$ cat src/rtl/irqv_pkg.sv
package irqv_pkg;
    localparam int NLEVEL   = 7;
    localparam int LVLW     = $clog2(NLEVEL + 1);
    localparam int VECW     = 8;
    localparam int FCW      = 3;
    localparam logic [FCW-1:0] FC_INTACK = 3'b111;

    typedef enum logic [0:0] {
        ST_IDLE  = 1'b0,
        ST_DRIVE = 1'b1
    } ans_state_t;
endpackage

$ cat src/rtl/irqv_prio_enc.sv
module irqv_prio_enc
    import irqv_pkg::*;
#(
    parameter int NL = NLEVEL,
    parameter int LW = LVLW
) (
    input  logic          clk,
    input  logic          rst_n,
    input  logic [NL-1:0] irq_n,
    output logic [LW-1:0] ipl_n
);
    logic [NL-1:0] req_q;
    logic [LW-1:0] top_lvl;

    // one sampling flop per request line
    for (genvar g = 0; g < NL; g++) begin : g_req
        always_ff @(posedge clk) begin
            if (!rst_n) req_q[g] <= 1'b0;
            else        req_q[g] <= ~irq_n[g];
        end
    end

    // scan upwards so the highest active level ends up in top_lvl
    always_comb begin
        top_lvl = '0;
        for (int i = 0; i < NL; i++) begin
            if (req_q[i]) top_lvl = LW'(i + 1);
        end
    end

    assign ipl_n = ~top_lvl;

    AST_TOP_LEVEL_WINS: assert property (@(posedge clk) disable iff (!rst_n)
        req_q[NL-1] |-> (ipl_n == '0));
    AST_IDLE_LEVEL: assert property (@(posedge clk) disable iff (!rst_n)
        (req_q == '0) |-> (&ipl_n));
endmodule

$ cat src/rtl/irqv_ack_decode.sv
module irqv_ack_decode
    import irqv_pkg::*;
#(
    parameter int NL = NLEVEL,
    parameter int LW = LVLW,
    parameter int FW = FCW
) (
    input  logic          clk,
    input  logic          rst_n,
    input  logic [FW-1:0] fc,
    input  logic [LW-1:0] addr_lvl,
    input  logic          as_n,
    output logic          ack_hit,
    output logic [NL-1:0] iack_n
);
    logic cycle_is_ack;

    assign cycle_is_ack = !as_n && (fc == FC_INTACK);
    assign ack_hit      = cycle_is_ack && (addr_lvl != '0);

    for (genvar g = 0; g < NL; g++) begin : g_strobe
        assign iack_n[g] = ~(cycle_is_ack && (addr_lvl == LW'(g + 1)));
    end

    AST_IACK_ONEHOT: assert property (@(posedge clk) disable iff (!rst_n)
        $onehot0(~iack_n));
    AST_IACK_QUIET: assert property (@(posedge clk) disable iff (!rst_n)
        (as_n || fc != FC_INTACK) |-> (&iack_n));
endmodule

$ cat src/rtl/irqv_answer_fsm.sv
module irqv_answer_fsm
    import irqv_pkg::*;
#(
    parameter int NL = NLEVEL,
    parameter int LW = LVLW,
    parameter int VW = VECW
) (
    input  logic             clk,
    input  logic             rst_n,
    input  logic             ack_hit,
    input  logic             as_n,
    input  logic [LW-1:0]    addr_lvl,
    input  logic [NL*VW-1:0] vec_table,
    output logic [VW-1:0]    vec_out,
    output logic             vec_oe,
    output logic             dtack_n
);
    ans_state_t    st_q, st_d;
    logic [LW-1:0] lvl_q;
    logic [VW-1:0] sel_vec;

    always_comb begin
        st_d = st_q;
        unique case (st_q)
            ST_IDLE:  if (ack_hit) st_d = ST_DRIVE;
            ST_DRIVE: if (as_n)    st_d = ST_IDLE;
            default:               st_d = ST_IDLE;
        endcase
    end

    always_ff @(posedge clk) begin
        if (!rst_n) begin
            st_q  <= ST_IDLE;
            lvl_q <= '0;
        end else begin
            st_q <= st_d;
            if (st_q == ST_IDLE && ack_hit) lvl_q <= addr_lvl;
        end
    end

    always_comb begin
        sel_vec = '0;
        for (int i = 0; i < NL; i++) begin
            if (lvl_q == LW'(i + 1)) sel_vec = vec_table[i*VW +: VW];
        end
    end

    always_comb begin
        vec_oe  = 1'b0;
        dtack_n = 1'b1;
        vec_out = '0;
        unique case (st_q)
            ST_IDLE: ;
            ST_DRIVE: begin
                if (!as_n) begin
                    vec_oe  = 1'b1;
                    dtack_n = 1'b0;
                    vec_out = sel_vec;
                end
            end
            default: ;
        endcase
    end

    AST_ANSWER_NEXT: assert property (@(posedge clk) disable iff (!rst_n)
        (st_q == ST_IDLE && ack_hit) |=> (as_n || (!dtack_n && vec_oe)));
    AST_LEVEL_HELD: assert property (@(posedge clk) disable iff (!rst_n)
        (st_q == ST_DRIVE && !as_n) |=> $stable(lvl_q));
endmodule

$ cat src/rtl/irq_vector_ctrl.sv
module irq_vector_ctrl
    import irqv_pkg::*;
(
    input  logic                 clk,
    input  logic                 rst_n,
    input  logic [NLEVEL-1:0]    irq_n,
    input  logic [FCW-1:0]       fc,
    input  logic [LVLW-1:0]      addr_lvl,
    input  logic                 as_n,
    input  logic [NLEVEL*VECW-1:0] vec_table,
    output logic [LVLW-1:0]      ipl_n,
    output logic [NLEVEL-1:0]    iack_n,
    output logic [VECW-1:0]      vec_out,
    output logic                 vec_oe,
    output logic                 dtack_n
);
    logic ack_hit;

    irqv_prio_enc #(.NL(NLEVEL), .LW(LVLW)) u_enc (
        .clk   (clk),
        .rst_n (rst_n),
        .irq_n (irq_n),
        .ipl_n (ipl_n)
    );

    irqv_ack_decode #(.NL(NLEVEL), .LW(LVLW), .FW(FCW)) u_dec (
        .clk      (clk),
        .rst_n    (rst_n),
        .fc       (fc),
        .addr_lvl (addr_lvl),
        .as_n     (as_n),
        .ack_hit  (ack_hit),
        .iack_n   (iack_n)
    );

    irqv_answer_fsm #(.NL(NLEVEL), .LW(LVLW), .VW(VECW)) u_fsm (
        .clk       (clk),
        .rst_n     (rst_n),
        .ack_hit   (ack_hit),
        .as_n      (as_n),
        .addr_lvl  (addr_lvl),
        .vec_table (vec_table),
        .vec_out   (vec_out),
        .vec_oe    (vec_oe),
        .dtack_n   (dtack_n)
    );

    AST_STROBE_RELEASE: assert property (@(posedge clk) disable iff (!rst_n)
        as_n |-> (dtack_n && !vec_oe));
endmodule

$ cat config.mk
export PLATFORM = sky130hd
export DESIGN_NAME = irq_vector_ctrl
export DESIGN_NICKNAME = d
export VERILOG_FILES = /design/src/rtl/irqv_pkg.sv /design/src/rtl/irqv_prio_enc.sv /design/src/rtl/irqv_ack_decode.sv /design/src/rtl/irqv_answer_fsm.sv /design/src/rtl/irq_vector_ctrl.sv
export SDC_FILE = /design/constraint.sdc
export NUM_CORES = 1
export LEC_CHECK = 0
export ABC_AREA = 1
export BUFFER_PORTS_ARGS = -buffer_cell sky130_fd_sc_hd__buf_4
export CORE_UTILIZATION = 38
export CTS_CLUSTER_DIAMETER = 100
export DETAILED_ROUTE_END_ITERATION = 6
export PLACE_DENSITY = 0.81
export SLEW_MARGIN = 40
export SYNTH_ARGS = -nofsm -noshare
export SYNTH_HDL_FRONTEND = slang
export SYNTH_SLANG_ARGS = --single-unit
$ cat constraint.sdc
create_clock -name clk -period 2 [get_ports clk]
set_clock_uncertainty 0.2 [all_clocks]
set_input_delay 0.3 -clock clk [delete_from_list [all_inputs] [get_ports clk]]
set_output_delay 0.3 -clock clk [all_outputs]
set_load 0.02 [all_outputs]
# == After elaboration in Yosys (flattened, before gate mapping) ==
# Cells that the tools add are included.
# word_totals
reg_bits,11
input_bits,72
output_inout_bits,20
word_cells,74
# classes
n_eq_ne,15
n_mux,22
n_bitwise,16
reduce_logical,12
# op_table
cell,count
two-way mux 8 bit,9
== test 3 bit (second input constant),9
inverter 1 bit,15
== test 3 x 2 -> 1 bit (second input constant),4
two-way mux 3 bit,4
logical AND 1 bit,10
== test 3 x 1 -> 1 bit (second input constant),2
two-way mux 1 bit,6
two-way mux 2 bit,2
inverter 3 bit,1
nonzero test 3 bit,1
one-hot mux 1 bit (2 select lines),1
zero test 1 bit,1

# == Depth between registers and ports, before layout ==
# depth
depth_word,10
mapped_depth,8
ltp_nobuf,7

# == By module ==
# Synthesis repeated with hierarchy kept, for this count alone.
# hier_totals
hier_cells,200
area_unflattened_um2,1162.4
# modules_own_cells
module,n_inst,cells_each,area_per_inst_um2,seq_area_each_um2
irqv_answer_fsm,1,140,802.0,80.1
irqv_prio_enc,1,29,231.5,140.1
irqv_ack_decode,1,31,128.9,0.0

# == Worst setup path before layout ==
# OpenSTA, ideal clock, no wires.
# synth_path
kind,register to output
from,register u_fsm.st_q
to,output port vec_out[0]
arrival_ns,1.204
required_time_ns,1.500
slack_ns,0.296
stages_incl_launch_ff,7
cell_sequence,dfxtp_1 inv_1 nor2_1 inv_2 nor2_1 nand2_1 inv_1
# synth_between
elab_chain_len,1
# synth_rtl
element,line,text
start: declaration,irqv_answer_fsm.sv:18,"ans_state_t st_q, st_d;"
start signal: assignment,irqv_answer_fsm.sv:36,st_q <= st_d;
two-way mux 8 bit,irqv_answer_fsm.sv:52,unique case (st_q)
end: declaration,irq_vector_ctrl.sv:13,"output logic [VECW-1:0] vec_out,"
# Every way passes these cells.

# == Final worst setup path ==
# layout_path
from,register u_fsm.lvl_q[1]
to,output port vec_out[4]
# layout_between
elab_chain_len,10
# layout_rtl
element,line,text
start: declaration,irqv_answer_fsm.sv:19,logic [LW-1:0] lvl_q;
start signal: assignment,irqv_answer_fsm.sv:37,if (st_q == ST_IDLE && ack_hit) lvl_q <= addr_lvl;
== test 3 x 1 -> 1 bit,irqv_answer_fsm.sv:44,if (lvl_q == LW'(i + 1)) sel_vec = vec_table[i*VW +: VW];
two-way mux 8 bit (6 in a row),irqv_answer_fsm.sv:44,
two-way mux 8 bit (*),irqv_answer_fsm.sv:44,
two-way mux 8 bit (*),irqv_answer_fsm.sv:55,if (!as_n) begin
two-way mux 8 bit (*),irqv_answer_fsm.sv:52,
# Every way passes the cells marked *; elsewhere a longest branch is shown, timed or not.

==> flow_summary.ini <==
[status]
status = complete, no violations

[synthesis]
ys_types = 21
synthTopCellsByCount = nor2_1, nand2_1, inv_1, nand4_1, dfxtp_1
ys_seq_area_frac = 0.210
synth_cells = 186
netlist_top_cells_area = dfxtp_1, nor2_1, nand2_1, nand4_1, inv_1
synth_top_cell_area_share = 0.210
synth_top_area_cell = dfxtp_1
syn_area_mm2 = 0.00105
ys_seq_elements = 11
ys_warn_count = 0
yosysMostFrequentCell = nor2_1
synthesis.nets = 258
avgSynthCellArea_um2 = 5.64
synth_edf_count = 0
async_reset_ff_frac = 0
synth_ff_type = dfxtp_1

[clock_tree]
path_clk_slew_ps = 60
cts_tree = done
cts_max_level = 1
cts.sinks = 11
numCtsBuffers = 3
clockBufferDepth = 2
clk_latency_ps = 260
cts.root.buffer_cell = clkbuf_4

[timing]
finalCritPeriodShare = 0.995
slew_viol_final = 0
relSlewSlack = 0.790
rsz0062_at_grt = true
hold_violations = 0
setup_viol = 0
max_freq_mhz = 503
finalCriticalPeriod_ps = 1990
worst_slew_pin_slew_ps = 314

[power_and_ir_drop]
powerDensity_mw_per_mm2 = 300
finalPower_mw = 0.604
p_leak_nw = 1.06
max-vdd-ir-drop_mv = 0.402

[place]
numPortBuffers = 91
hpwl_mm = 2.77
gp_congestion = 0.859

[route]
drt_iter0_drc = 25
routedWlPerCell_um = 12.1
vias = 1624
drt-pass1-iter-count = 4
vias_per_cell = 5.00
drc = 0
drt-total-wl_mm = 3.93
ant_nets = 0

[setup_path]
endpoint = vec_out[4]
crit_fanout = 5
reg2reg_slack_ps = 870
start_kind = flop
cp-end-kind = output pin
critPathKind = flop to output pin
rr_worst_depth = 4
worst_r2r_startpoint = u_fsm.st_q
critPathArrivalTime_ps = 1490
startpoint = u_fsm.lvl_q[1]
crit_required_ps = 1500
reg2reg_to = u_fsm.lvl_q[0]

[finish]
syn2layout_area_growth_pct = 91.9
n_antenna_cell = 0
multi_input_area_um2 = 694
fillers = 195
nets = 368
drive_gt1_frac = 0.424
fin_util = 0.791
seq_area_um2 = 229

[floorplanning]
rows = 18
fp.dieArea_mm2 = 0.00297
boundaryPins = 92
die_h_um = 54.5
die_w_um = 54.5
start_util = 0.412
fp.coreArea_mm2 = 0.00254

[grt]
grt_overflow = 0
antenna_found_initial = 0
grt_usage = 0.254
grt_max_degree = 20
grt_pass1_wl_mm = 5.38
first_global_vias = 1281

[hold_path]
hold_path_class = input pin to flop

[flow_run]
cap_violations = 0
[kinds of logic after synthesis]
| family | share of synthesized area |
|---|---|
| AND/OR/NAND/NOR | 0.537 |
| AO/OA/AOI/OAI | 0.103 |
| flip-flops | 0.210 |
| buffers and inverters | 0.150 |
[what timing repair did]
item | in CTS | in global routing
pin swaps | 1 | 8
setup buffers | 2 | 5
hold buffers | 7 | 0
setup endpoints to repair | 8 | 8
resized for setup | 6 | 26
hold endpoints to repair | 7 | 0
[flip-flops by register name, indices dropped and copies added, names as in the netlist]
register,flops
u_enc.req_q,7
u_fsm.lvl_q,3
u_fsm.st_q,1
[worst min path at each step]
stage / startpoint / end / slack [ps] / cells past startpoint
final: rst_n / u_fsm.lvl_q[1] / 100 / 3
after global routing: rst_n / u_fsm.lvl_q[0] / 100 / 3
after CTS: rst_n / u_fsm.lvl_q[1] / 100 / 3
after detailed placement: irq_n[2] / u_enc.req_q[2] / 260 / 2
after global placement: irq_n[6] / u_enc.req_q[6] / 260 / 2
after floorplan: irq_n[0] / u_enc.req_q[0] / 170 / 1
[worst max-delay path, cell delays in order (launching register included)]
cell and delay (ps):
dfxtp_4 380, buf_8 130, nor3_4 200, buf_6 140
nand2_2 40, nand4_1 110, nand2_1 80, inv_2 50
buf_6 100
[cell type report]
type / count / share of cell area
Inverter: 29 / 0.0566
Timing Repair Buffer: 111 / 0.453
Clock buffer: 4 / 0.0131
Multi-Input combinational cell: 140 / 0.345
Sequential cell: 11 / 0.114
Tap cell: 30 / 0.0187
[report_power, final]
part           switching [mW]  internal (mW)  total, mW
sequential            0.00777          0.227      0.235
clock                  0.0690         0.0770      0.146
combinational          0.0861          0.136      0.223
[cells in the final DEF, fill, tap and decap left out, drive strengths merged]
cell	instances
clkbuf	4
nor4	1
nor3	4
dlygate4sd3	7
o21ai	2
dfxtp	11
nand2	43
o211ai	8
nand4	24
a21oi	6
o21bai	1
nand3	4
nor2	47
inv	28
buf	104
clkinv	1
[through the flow]
stage,setup WS [ps],area [um2],hold WS (ps),std cells,setup TNS (ps)
floorplan,296,1050,172,186,0
global placement,203,1770,256,307,0
detailed placement,166,1770,257,307,0
CTS,18.3,1890,99.3,320,0
global route,-79.9,2010,103,325,-344
finish,10.7,2010,99.2,325,0
[routing by layer]
metal	GRT usage	up-vias	share of wire
li1	-	831	-
met1	0.269	702	0.36
met2	0.496	87	0.50
met3	0.0722	4	0.13
met4	0.0385	0	0.0046
met5	0	-	0
(Power assumes the default switching activity.)
